$ cat config.mk
export PLATFORM = sky130hd
export DESIGN_NAME = txcmd_interp
export DESIGN_NICKNAME = d
export VERILOG_FILES = /design/src/rtl/txcmd_pkg.sv /design/src/rtl/txcmd_cmd_decode.sv /design/src/rtl/txcmd_tick_timer.sv /design/src/rtl/txcmd_out_slot.sv /design/src/rtl/txcmd_interp.sv
export SDC_FILE = /design/constraint.sdc
export NUM_CORES = 1
export LEC_CHECK = 0
export ABC_CLOCK_PERIOD_IN_PS = 2900
export BUFFER_PORTS_ARGS = -buffer_cell sky130_fd_sc_hd__buf_2
export CORE_UTILIZATION = 50
export CTS_CLUSTER_SIZE = 30
export DETAILED_ROUTE_END_ITERATION = 16
export MAX_ROUTING_LAYER = met4
export PLACE_DENSITY_LB_ADDON = 0.12
export REMOVE_ABC_BUFFERS = 1
export SYNTH_ARGS = -nofsm -noshare
export SYNTH_HDL_FRONTEND = slang
export SYNTH_SLANG_ARGS = --single-unit
$ cat constraint.sdc
create_clock -name clk -period 2.9 [get_ports clk]
set_input_delay 0.29 -clock clk [delete_from_list [all_inputs] [get_ports clk]]
set_output_delay 0.29 -clock clk [all_outputs]
set_load 0.02 [all_outputs]
$ cat src/rtl/txcmd_pkg.sv
package txcmd_pkg;
    localparam int BYTE_W = 8;

    localparam logic [BYTE_W-1:0] ESC_BYTE    = 8'h00;
    localparam logic [BYTE_W-1:0] CMD_BRK_ON  = 8'h81;
    localparam logic [BYTE_W-1:0] CMD_DELAY   = 8'h82;
    localparam logic [BYTE_W-1:0] CMD_BRK_OFF = 8'h83;

    typedef enum logic [2:0] {
        ST_IDLE,
        ST_ESC,
        ST_LIT2,
        ST_DLY_ARG,
        ST_DELAY,
        ST_BREAK,
        ST_BRK_ESC
    } ic_state_e;

    typedef enum logic [2:0] {
        K_ESC,
        K_BRK_ON,
        K_DELAY,
        K_BRK_OFF,
        K_OTHER
    } cmd_kind_e;
endpackage

$ cat src/rtl/txcmd_cmd_decode.sv
module txcmd_cmd_decode
    import txcmd_pkg::*;
(
    input  logic [BYTE_W-1:0] code,
    output cmd_kind_e         kind
);
    always_comb begin
        unique case (code)
            ESC_BYTE:    kind = K_ESC;
            CMD_BRK_ON:  kind = K_BRK_ON;
            CMD_DELAY:   kind = K_DELAY;
            CMD_BRK_OFF: kind = K_BRK_OFF;
            default:     kind = K_OTHER;
        endcase
    end
endmodule

$ cat src/rtl/txcmd_tick_timer.sv
module txcmd_tick_timer #(
    parameter int CNT_W = 8
) (
    input  logic             clk,
    input  logic             rst_n,
    input  logic             load,
    input  logic [CNT_W-1:0] load_val,
    input  logic             tick,
    output logic             expire
);
    logic [CNT_W-1:0] cnt_q;

    always_ff @(posedge clk) begin
        if (!rst_n)
            cnt_q <= '0;
        else if (load)
            cnt_q <= load_val;
        else if (tick && cnt_q != '0)
            cnt_q <= cnt_q - 1'b1;
    end

    assign expire = tick && (cnt_q == CNT_W'(1));

    // without a tick or a load the remaining count does not move
    assert_count_holds_R6: assert property (@(posedge clk) disable iff (!rst_n)
        (!tick && !load) |=> $stable(cnt_q));
endmodule

$ cat src/rtl/txcmd_out_slot.sv
module txcmd_out_slot #(
    parameter int W = 8
) (
    input  logic         clk,
    input  logic         rst_n,
    input  logic         load,
    input  logic [W-1:0] load_data,
    input  logic         take,
    output logic         valid,
    output logic [W-1:0] data,
    output logic         free
);
    always_ff @(posedge clk) begin
        if (!rst_n) begin
            valid <= 1'b0;
            data  <= '0;
        end else if (load) begin
            valid <= 1'b1;
            data  <= load_data;
        end else if (take) begin
            valid <= 1'b0;
        end
    end

    assign free = !valid || take;

    // a stalled output byte is held steady
    assert_hold_stalled_R10: assert property (@(posedge clk) disable iff (!rst_n)
        (valid && !take) |=> (valid && $stable(data)));
endmodule

$ cat src/rtl/txcmd_interp.sv
module txcmd_interp
    import txcmd_pkg::*;
(
    input  logic              clk,
    input  logic              rst_n,
    input  logic              cmd_en,
    input  logic              ms_tick,
    input  logic              in_valid,
    input  logic [BYTE_W-1:0] in_data,
    output logic              in_ready,
    output logic              out_valid,
    output logic [BYTE_W-1:0] out_data,
    input  logic              out_ready,
    output logic              brk_req,
    output logic              busy
);
    localparam int DLY_W = BYTE_W;

    ic_state_e         state_q, state_d;
    logic [BYTE_W-1:0] held_q, held_d;
    cmd_kind_e         kind;
    logic              accept;
    logic              slot_load, slot_free;
    logic [BYTE_W-1:0] slot_data;
    logic              tmr_load, tmr_expire;

    assign accept = in_valid && in_ready;

    txcmd_cmd_decode u_dec (
        .code (in_data),
        .kind (kind)
    );

    txcmd_tick_timer #(.CNT_W(DLY_W)) u_tmr (
        .clk      (clk),
        .rst_n    (rst_n),
        .load     (tmr_load),
        .load_val (in_data[DLY_W-1:0]),
        .tick     (ms_tick),
        .expire   (tmr_expire)
    );

    txcmd_out_slot #(.W(BYTE_W)) u_slot (
        .clk       (clk),
        .rst_n     (rst_n),
        .load      (slot_load),
        .load_data (slot_data),
        .take      (out_ready),
        .valid     (out_valid),
        .data      (out_data),
        .free      (slot_free)
    );

    // state register
    always_ff @(posedge clk) begin
        if (!rst_n) begin
            state_q <= ST_IDLE;
            held_q  <= '0;
        end else begin
            state_q <= state_d;
            held_q  <= held_d;
        end
    end

    // transitions
    always_comb begin
        state_d = state_q;
        held_d  = held_q;
        unique case (state_q)
            ST_IDLE: if (accept && cmd_en && in_data == ESC_BYTE) state_d = ST_ESC;
            ST_ESC: if (accept) begin
                unique case (kind)
                    K_ESC:     state_d = ST_IDLE;
                    K_BRK_ON:  state_d = ST_BREAK;
                    K_DELAY:   state_d = ST_DLY_ARG;
                    K_BRK_OFF: state_d = ST_IDLE;
                    default: begin
                        state_d = ST_LIT2;
                        held_d  = in_data;
                    end
                endcase
            end
            ST_LIT2:    if (slot_free) state_d = ST_IDLE;
            ST_DLY_ARG: if (accept) state_d = (in_data == '0) ? ST_IDLE : ST_DELAY;
            ST_DELAY:   if (tmr_expire) state_d = ST_IDLE;
            ST_BREAK:   if (accept && in_data == ESC_BYTE) state_d = ST_BRK_ESC;
            ST_BRK_ESC: if (accept) state_d = (in_data == CMD_BRK_OFF) ? ST_IDLE : ST_BREAK;
            default:    state_d = ST_IDLE;
        endcase
    end

    // outputs and datapath controls
    always_comb begin
        in_ready  = 1'b0;
        slot_load = 1'b0;
        slot_data = in_data;
        tmr_load  = 1'b0;
        unique case (state_q)
            ST_IDLE: begin
                in_ready  = slot_free;
                slot_load = accept && !(cmd_en && in_data == ESC_BYTE);
            end
            ST_ESC: begin
                in_ready = !out_valid;
                if (accept && (kind == K_ESC || kind == K_OTHER)) begin
                    slot_load = 1'b1;
                    slot_data = ESC_BYTE;
                end
            end
            ST_LIT2: begin
                slot_load = slot_free;
                slot_data = held_q;
            end
            ST_DLY_ARG: begin
                in_ready = 1'b1;
                tmr_load = accept && in_data != '0;
            end
            ST_DELAY:   in_ready = 1'b0;
            ST_BREAK:   in_ready = 1'b1;
            ST_BRK_ESC: in_ready = 1'b1;
            default:    in_ready = 1'b0;
        endcase
    end

    assign busy    = (state_q != ST_IDLE);
    assign brk_req = (state_q == ST_BREAK) || (state_q == ST_BRK_ESC);

    // break starts only on an accepted break command byte
    assert_brk_rise_cmd_R3: assert property (@(posedge clk) disable iff (!rst_n)
        $rose(brk_req) |-> $past(accept && in_data == CMD_BRK_ON));

    // break ends only on an accepted stop command byte
    assert_brk_fall_cmd_R5: assert property (@(posedge clk) disable iff (!rst_n)
        $fell(brk_req) |-> $past(accept && in_data == CMD_BRK_OFF));

    // nothing new is presented while the line is in break
    assert_quiet_in_break_R4: assert property (@(posedge clk) disable iff (!rst_n)
        brk_req |=> !$rose(out_valid));

    // transparent forwarding with interpretation disabled
    assert_transparent_R1: assert property (@(posedge clk) disable iff (!rst_n)
        (state_q == ST_IDLE && !cmd_en && accept) |=> (out_valid && out_data == $past(in_data)));

    // a delay ends only on a tick
    assert_delay_needs_tick_R6: assert property (@(posedge clk) disable iff (!rst_n)
        (state_q == ST_DELAY && !ms_tick) |=> (state_q == ST_DELAY && !in_ready));
endmodule

# After elaboration in Yosys (flattened, before gate mapping)
# Index checks and enable logic that the tools add are counted.
# W data, S select, Z words.
[totals]
register_bits = 28
input_bits = 14
output_inout_bits = 12
word_cells = 78
[classes]
n_addsub = 1
n_eq_ne = 21
n_mux = 22
bitwise = 1
n_reduce_logical = 28
[op_table]
columns = ["cell", "n"]
rows = [
  ["$mux W3", 9],
  ["$eq A8 B8 Y1 const B", 3],
  ["$mux W8", 3],
  ["$pmux W3 S7", 1],
  ["$pmux W8 S2", 1],
  ["$reduce_bool A8 Y1", 2],
  ["$ne A2 B2 Y1 const B", 7],
  ["$eq A3 B2 Y1 const B", 4],
  ["$eq A3 B3 Y1 const B", 4],
  ["$pmux W3 S4", 1],
  ["$logic_and A1 B1 Y1", 10],
  ["$pmux W3 S3", 1],
  ["$eq A8 B1 Y1 const B", 1],
  ["$logic_not A8 Y1", 1],
  ["$sub A8 B1 Y8 const B", 1],
  ["$reduce_and A7 Y1", 1],
  ["$eq A3 B1 Y1 const B", 2],
  ["$logic_not A3 Y1", 2],
  ["$pmux W1 S3", 2],
  ["$mux W1", 4],
  ["$reduce_bool A2 Y1", 2],
  ["$reduce_or A4 Y1", 1],
  ["$logic_or A1 B1 Y1", 3],
  ["$reduce_and A3 Y1", 1],
  ["5 further kinds", 6],
]

# Logic depth before layout (Yosys ltp)
[depth]
depth_word = 8
mapped_depth = 7
mapped_depth_nobuf = 7

# Hierarchy
# Synthesis repeated with hierarchy kept, for this count alone.
[unflattened]
cells_unflattened = 206
hier_area_um2 = 1823.0
[modules_own_cells]
columns = ["mod", "instances", "cells_per_inst", "area_per_inst_um2", "seq_area_each_um2"]
rows = [
  ["txcmd_interp", 1, 104, 908.4, 220.2],
  ["txcmd_tick_timer", 1, 65, 526.8, 160.2],
  ["txcmd_out_slot", 1, 29, 339.1, 180.2],
  ["txcmd_cmd_decode", 1, 8, 48.8, 0.0],
]

# Worst setup path after synthesis
# Ideal clock, no wire load.
[synth_timing]
path_type = "flip-flop to flip-flop"
startpoint = "reg state_q[2]"
endpoint = "reg u_slot.data[0]"
setup_ns = 0.122
arrival_time_ns = 1.816
required_time_ns = 2.778
setup_slack_ns = 0.963
stages_incl_launch_ff = 8
n_path_buf = 2
period_less_slack_ns = 1.937
cell_sequence = "dfxtp_1 clkbuf_1 inv_1 a21oi_1 or2_1 a31oi_2 buf_6 mux2i_1"
[synth_via]
elab_chain_len = 7
word_cells_on_any_way = 15
cone_classes = "5 x eq/ne; 5 x mux; 5 x reduce/logical"
[synth_rtl]
columns = ["element", "line_no", "rtl"]
rows = [
  ["start, declared", "txcmd_interp.sv:19", "ic_state_e state_q, state_d;"],
  ["start signal, assigned", "txcmd_interp.sv:60", "state_q <= state_d;"],
  ["$eq A3 B3 Y1 / $eq A3 B2 Y1 (equally long branches)", "txcmd_interp.sv:98", "unique case (state_q)"],
  ["$reduce_or A3 Y1 (no source line)", "n/a", ""],
  ["$pmux W1 S3 *", "txcmd_interp.sv:98", ""],
  ["named net in_ready", "txcmd_interp.sv:10", "output logic in_ready,"],
  ["$logic_and A1 B1 Y1 *", "txcmd_interp.sv:27", "assign accept = in_valid && in_ready;"],
  ["$logic_and A1 B1 Y1", "txcmd_interp.sv:105", "if (accept && (kind == K_ESC || kind == K_OTHER)) begin"],
  ["$mux W1 / $mux W8 (equally long branches)", "txcmd_interp.sv:105", ""],
  ["$pmux W1 S3 / $pmux W8 S2 (equally long branches)", "txcmd_interp.sv:98", ""],
  ["end signal, assigned", "txcmd_out_slot.sv:19", "data <= load_data;"],
  ["end, declared", "txcmd_out_slot.sv:10", "output logic [W-1:0] data,"],
]
# The timed path passes the listed nets; every way through them passes the cells marked *.
# A chain may end at the register's enable or synchronous reset.

# Worst setup path after layout
[layout_timing]
startpoint = "reg state_q[0]"
endpoint = "reg held_q[3]"
[layout_via]
elab_chain_len = 5
word_cells_on_any_way = 9
cone_classes = "4 x eq/ne; 1 x mux; 4 x reduce/logical"
[layout_rtl]
columns = ["element", "line_no", "rtl"]
rows = [
  ["$eq A3 B3 Y1 / $eq A3 B2 Y1 (equally long branches)", "txcmd_interp.sv:98", ""],
  ["$reduce_or A3 Y1 (no source line)", "n/a", ""],
  ["$pmux W1 S3", "txcmd_interp.sv:98", ""],
  ["$logic_and A1 B1 Y1", "txcmd_interp.sv:27", ""],
  ["$reduce_and A3 Y1 (no source line) *", "n/a", ""],
  ["end signal, assigned", "txcmd_interp.sv:61", "held_q <= held_d;"],
  ["end, declared", "txcmd_interp.sv:20", "logic [BYTE_W-1:0] held_q, held_d;"],
]
# Every way passes the cells marked *; elsewhere a longest branch is shown, timed or not.

==> metrics.txt <==
status finished, final reports clean; Peak VDD IR 0.3974 mV; initial core utilization 52.93%; Max Cap Violations 0; sum of buffers and inverters on the critical path 1; Avg Inst Size Synth 8.307 µm²; Leak 0.0007760 µW; crit-path max FO 11; Fill cells approximately 320; RSZ-0062 raised after global routing false; crit-path cells nand2b_1 -> nor4b_4 -> nor2b_1 -> buf_4 -> mux2i_1 -> nor2b_1; Worst-Margin Slew just over 0.8 ns; worst r2r dst held_q[3]; Unique masters post-synth 46; Final #Nets 249; Die Y 61.91 µm; Clock Latency Late Sink roughly 0.33 ns; crit end category register; pin count of the biggest net entering global routing 40; Synth async-reset ratio 0%; cell count of the worst reg-to-reg path 6; CTS sink cnt 28; Worst R2R Setup Slack between 0.4 and 0.5 ns; Synth Cell Area about 0.0018 mm²; Final Setup Violations 0; Hold Vio Cnt, Final 0; Area Growth Syn to Fin 9.344%; final slew viol count 0; M3 GR Usage under 10%; # resized after CTS 0; Tmin final about 2.4 ns; # IOs 26; clock skew 0.004162 ns; drt initial violations between 100 and 150; GPL Wtd Cong 0.9315; final WL 3975 µm; CTS tree built; Setup TNS 0 ns; diodes inserted 0; class of the worst hold path in2reg; met1 usage between 20 and 30%; Root Driver clkbuf_4; post-CTS setup buffers 0; # hold bufs at CTS 0; leading area contributor after synthesis dfxtp_1; DIE AREA between 0.003 and 0.004 mm²; CP startpoint kind register; routing usage on met2 a little over a third; initial antenna violation count 0; CP max stage delay approximately 0.56 ns; clock-pin slew on the worst setup and hold paths between 0.15 and 0.2 ns; share of post-route cells with drive strength above 1 between 10% and 20%; sequential area share after synthesis 31.24%; Vias/cell 5.733; GRT overflow 0; most common cell in the netlist dfxtp_1; Num CTS Buffers 3; top cells by area, synth dfxtp_1 31%, mux2i_1 11%, nand2_1 5.4%, nor2b_1 4.5%, a21oi_1 4.2%; Ys Warns 0; Vias about 1600; core area about 0.0034 mm²; Worst R2R Start state_q[0]; slew margin rel. approximately 46%; Levels on crit path 6; capture point of the worst path held_q[3]; std cell rows 21; H-tree depth 1; Power Density between 600 and 700 mW/mm²; vias in the first global route 1368; Yosys reg bits 28; Post-synth top flop dfxtp_1; Worst EP required about 3.2 ns; first-pass GRT wire length roughly 6200 µm; Die Span X just over 60 µm; CP dominant cell by count nor2b_1; busiest layer in global routing met2; drt wl/cell about 14 µm; First-pass DRT Iterations 4; CP Launch Point state_q[0]; number of flops mapped to enable cells by yosys 0; ratio of final minimum period to clock period 83.19%; Post-DP HPWL ~2900 µm; worst-case clock buffer depth 2; Critical-path top delay cell dfxtp_1; Final ANT Viol Nets 0; Worst EP arrival roughly 2.7 ns; area share of the largest cell type after synthesis roughly 31%; post-synthesis cell count around 220; Top delay family on crit path simple AND/OR/NAND/NOR gates; most frequent cells after synthesis 28 x dfxtp_1, 26 x nand2_1, 20 x mux2i_1; Worst Setup Path Type reg2reg; GR Util All Layers between 20% and 30%; DRC viols 0; IO buf count 25; achievable clock frequency 414.5 MHz; worst hold-check slack around 0.28 ns
## report_power, final
| part | leakage (µW) | internal [µW] | switching [µW] |
|---|---|---|---|
| logic | 0.000519 | 211 | 255 |
| clock network | 0.0000279 | 140 | 121 |
| registers | 0.000229 | 445 | 63.2 |
| total | 0.000776 | 795 | 440 |
## area by class of cell
| cell class | count | area [µm²] | area share, % |
|---|---|---|---|
| multi-input combinational | 168 | 1140 | 58.10 |
| clock inverter | 1 | 30.03 | 1.531 |
| sequential | 28 | 560.5 | 28.57 |
| tap | 46 | 57.56 | 2.934 |
| inverter | 5 | 18.77 | 0.9566 |
| timing repair buffer | 26 | 132.6 | 6.760 |
| clock buffer | 3 | 22.52 | 1.148 |
## flip-flops by register name, summed over array words and instances, names as in the netlist
register      cells
u_tmr.cnt_q       8
u_slot.data       8
held_q            8
state_q           3
u_slot.valid      1
## cell families after synthesis
family / Yosys count / synth area share (%)
simple gates: 88 / 27.75
mux: 20 / 11.16
fa+ha+maj: 3 / 2.092
buf+inv: 20 / 5.231
xor+xnor: 6 / 2.929
flops: 28 / 31.24
compound gates: 51 / 19.60
## through the flow
stage / instance area, µm² / power, µW / util (%) / worst slack, ns / std cells
global route: 1962 / 1325 / 57.88 / 0.3541 / 277
CTS: 1962 / 1242 / 57.88 / 0.5434 / 277
global placement: 1909 / 962.1 / 56.33 / 0.5725 / 273
floorplan: 1719 / 860.0 / - / 0.8295 / 201
finish: 1962 / 1235 / 57.88 / 0.4875 / 277
detailed placement: 1909 / 980.7 / 56.33 / 0.5339 / 273
## routing by layer
| metal | up-vias | part of all wire, % |
|---|---|---|
| met2 | 47 | 47 |
| met1 | 728 | 48 |
| met4 | 0 | 0.58 |
| met5 | - | 0 |
| met3 | 2 | 4.2 |
| li1 | 811 | - |
## layout by cell type (no fill, tap or decap), drive strengths merged
cell type  netlist  final
a31oi            3      3
o311ai           3      3
o21bai           1      1
dfxtp           28     28
or2              1      1
a22o             1      1
o2bb2ai          2      2
nor2b           13     13
a2111oi          1      1
a32o             1      1
nor2             8      8
or3              2      2
a21oi           15     15
mux2i           20     20
o211ai           2      2
and3             3      3
nand2b           5      5
xor2             1      1
nand2           26     26
buf              8     26
inv              5      5
a21boi           1      1
or4              2      2
nor4b            1      1
bufinv           0      1
or3b             1      1
a211oi           2      2
nand4            3      3
nand4b           1      1
xnor2            5      5
nand3            5      5
o21ai           14     14
o41ai            2      2
o2111ai          1      1
clkbuf           7      3
and2             6      6
ha               3      3
o211a            2      2
nor4             5      5
nor3             6      6
## worst min-delay path by stage
stage / startpoint / endpoint / slack, ns / depth (start not counted)
2_1_floorplan: rst_n / held_q[0] / 0.42 / 1
3_3_place_gp: u_slot.data[4] / u_slot.data[4] / 0.44 / 2
3_5_place_dp: u_slot.data[4] / u_slot.data[4] / 0.45 / 2
4_1_cts: in_data[3] / u_tmr.cnt_q[3] / 0.27 / 2
5_1_grt: in_data[3] / u_tmr.cnt_q[3] / 0.30 / 2
6_report: in_data[3] / u_tmr.cnt_q[3] / 0.28 / 2
No activity file was read; power rests on OpenSTA's default activity.
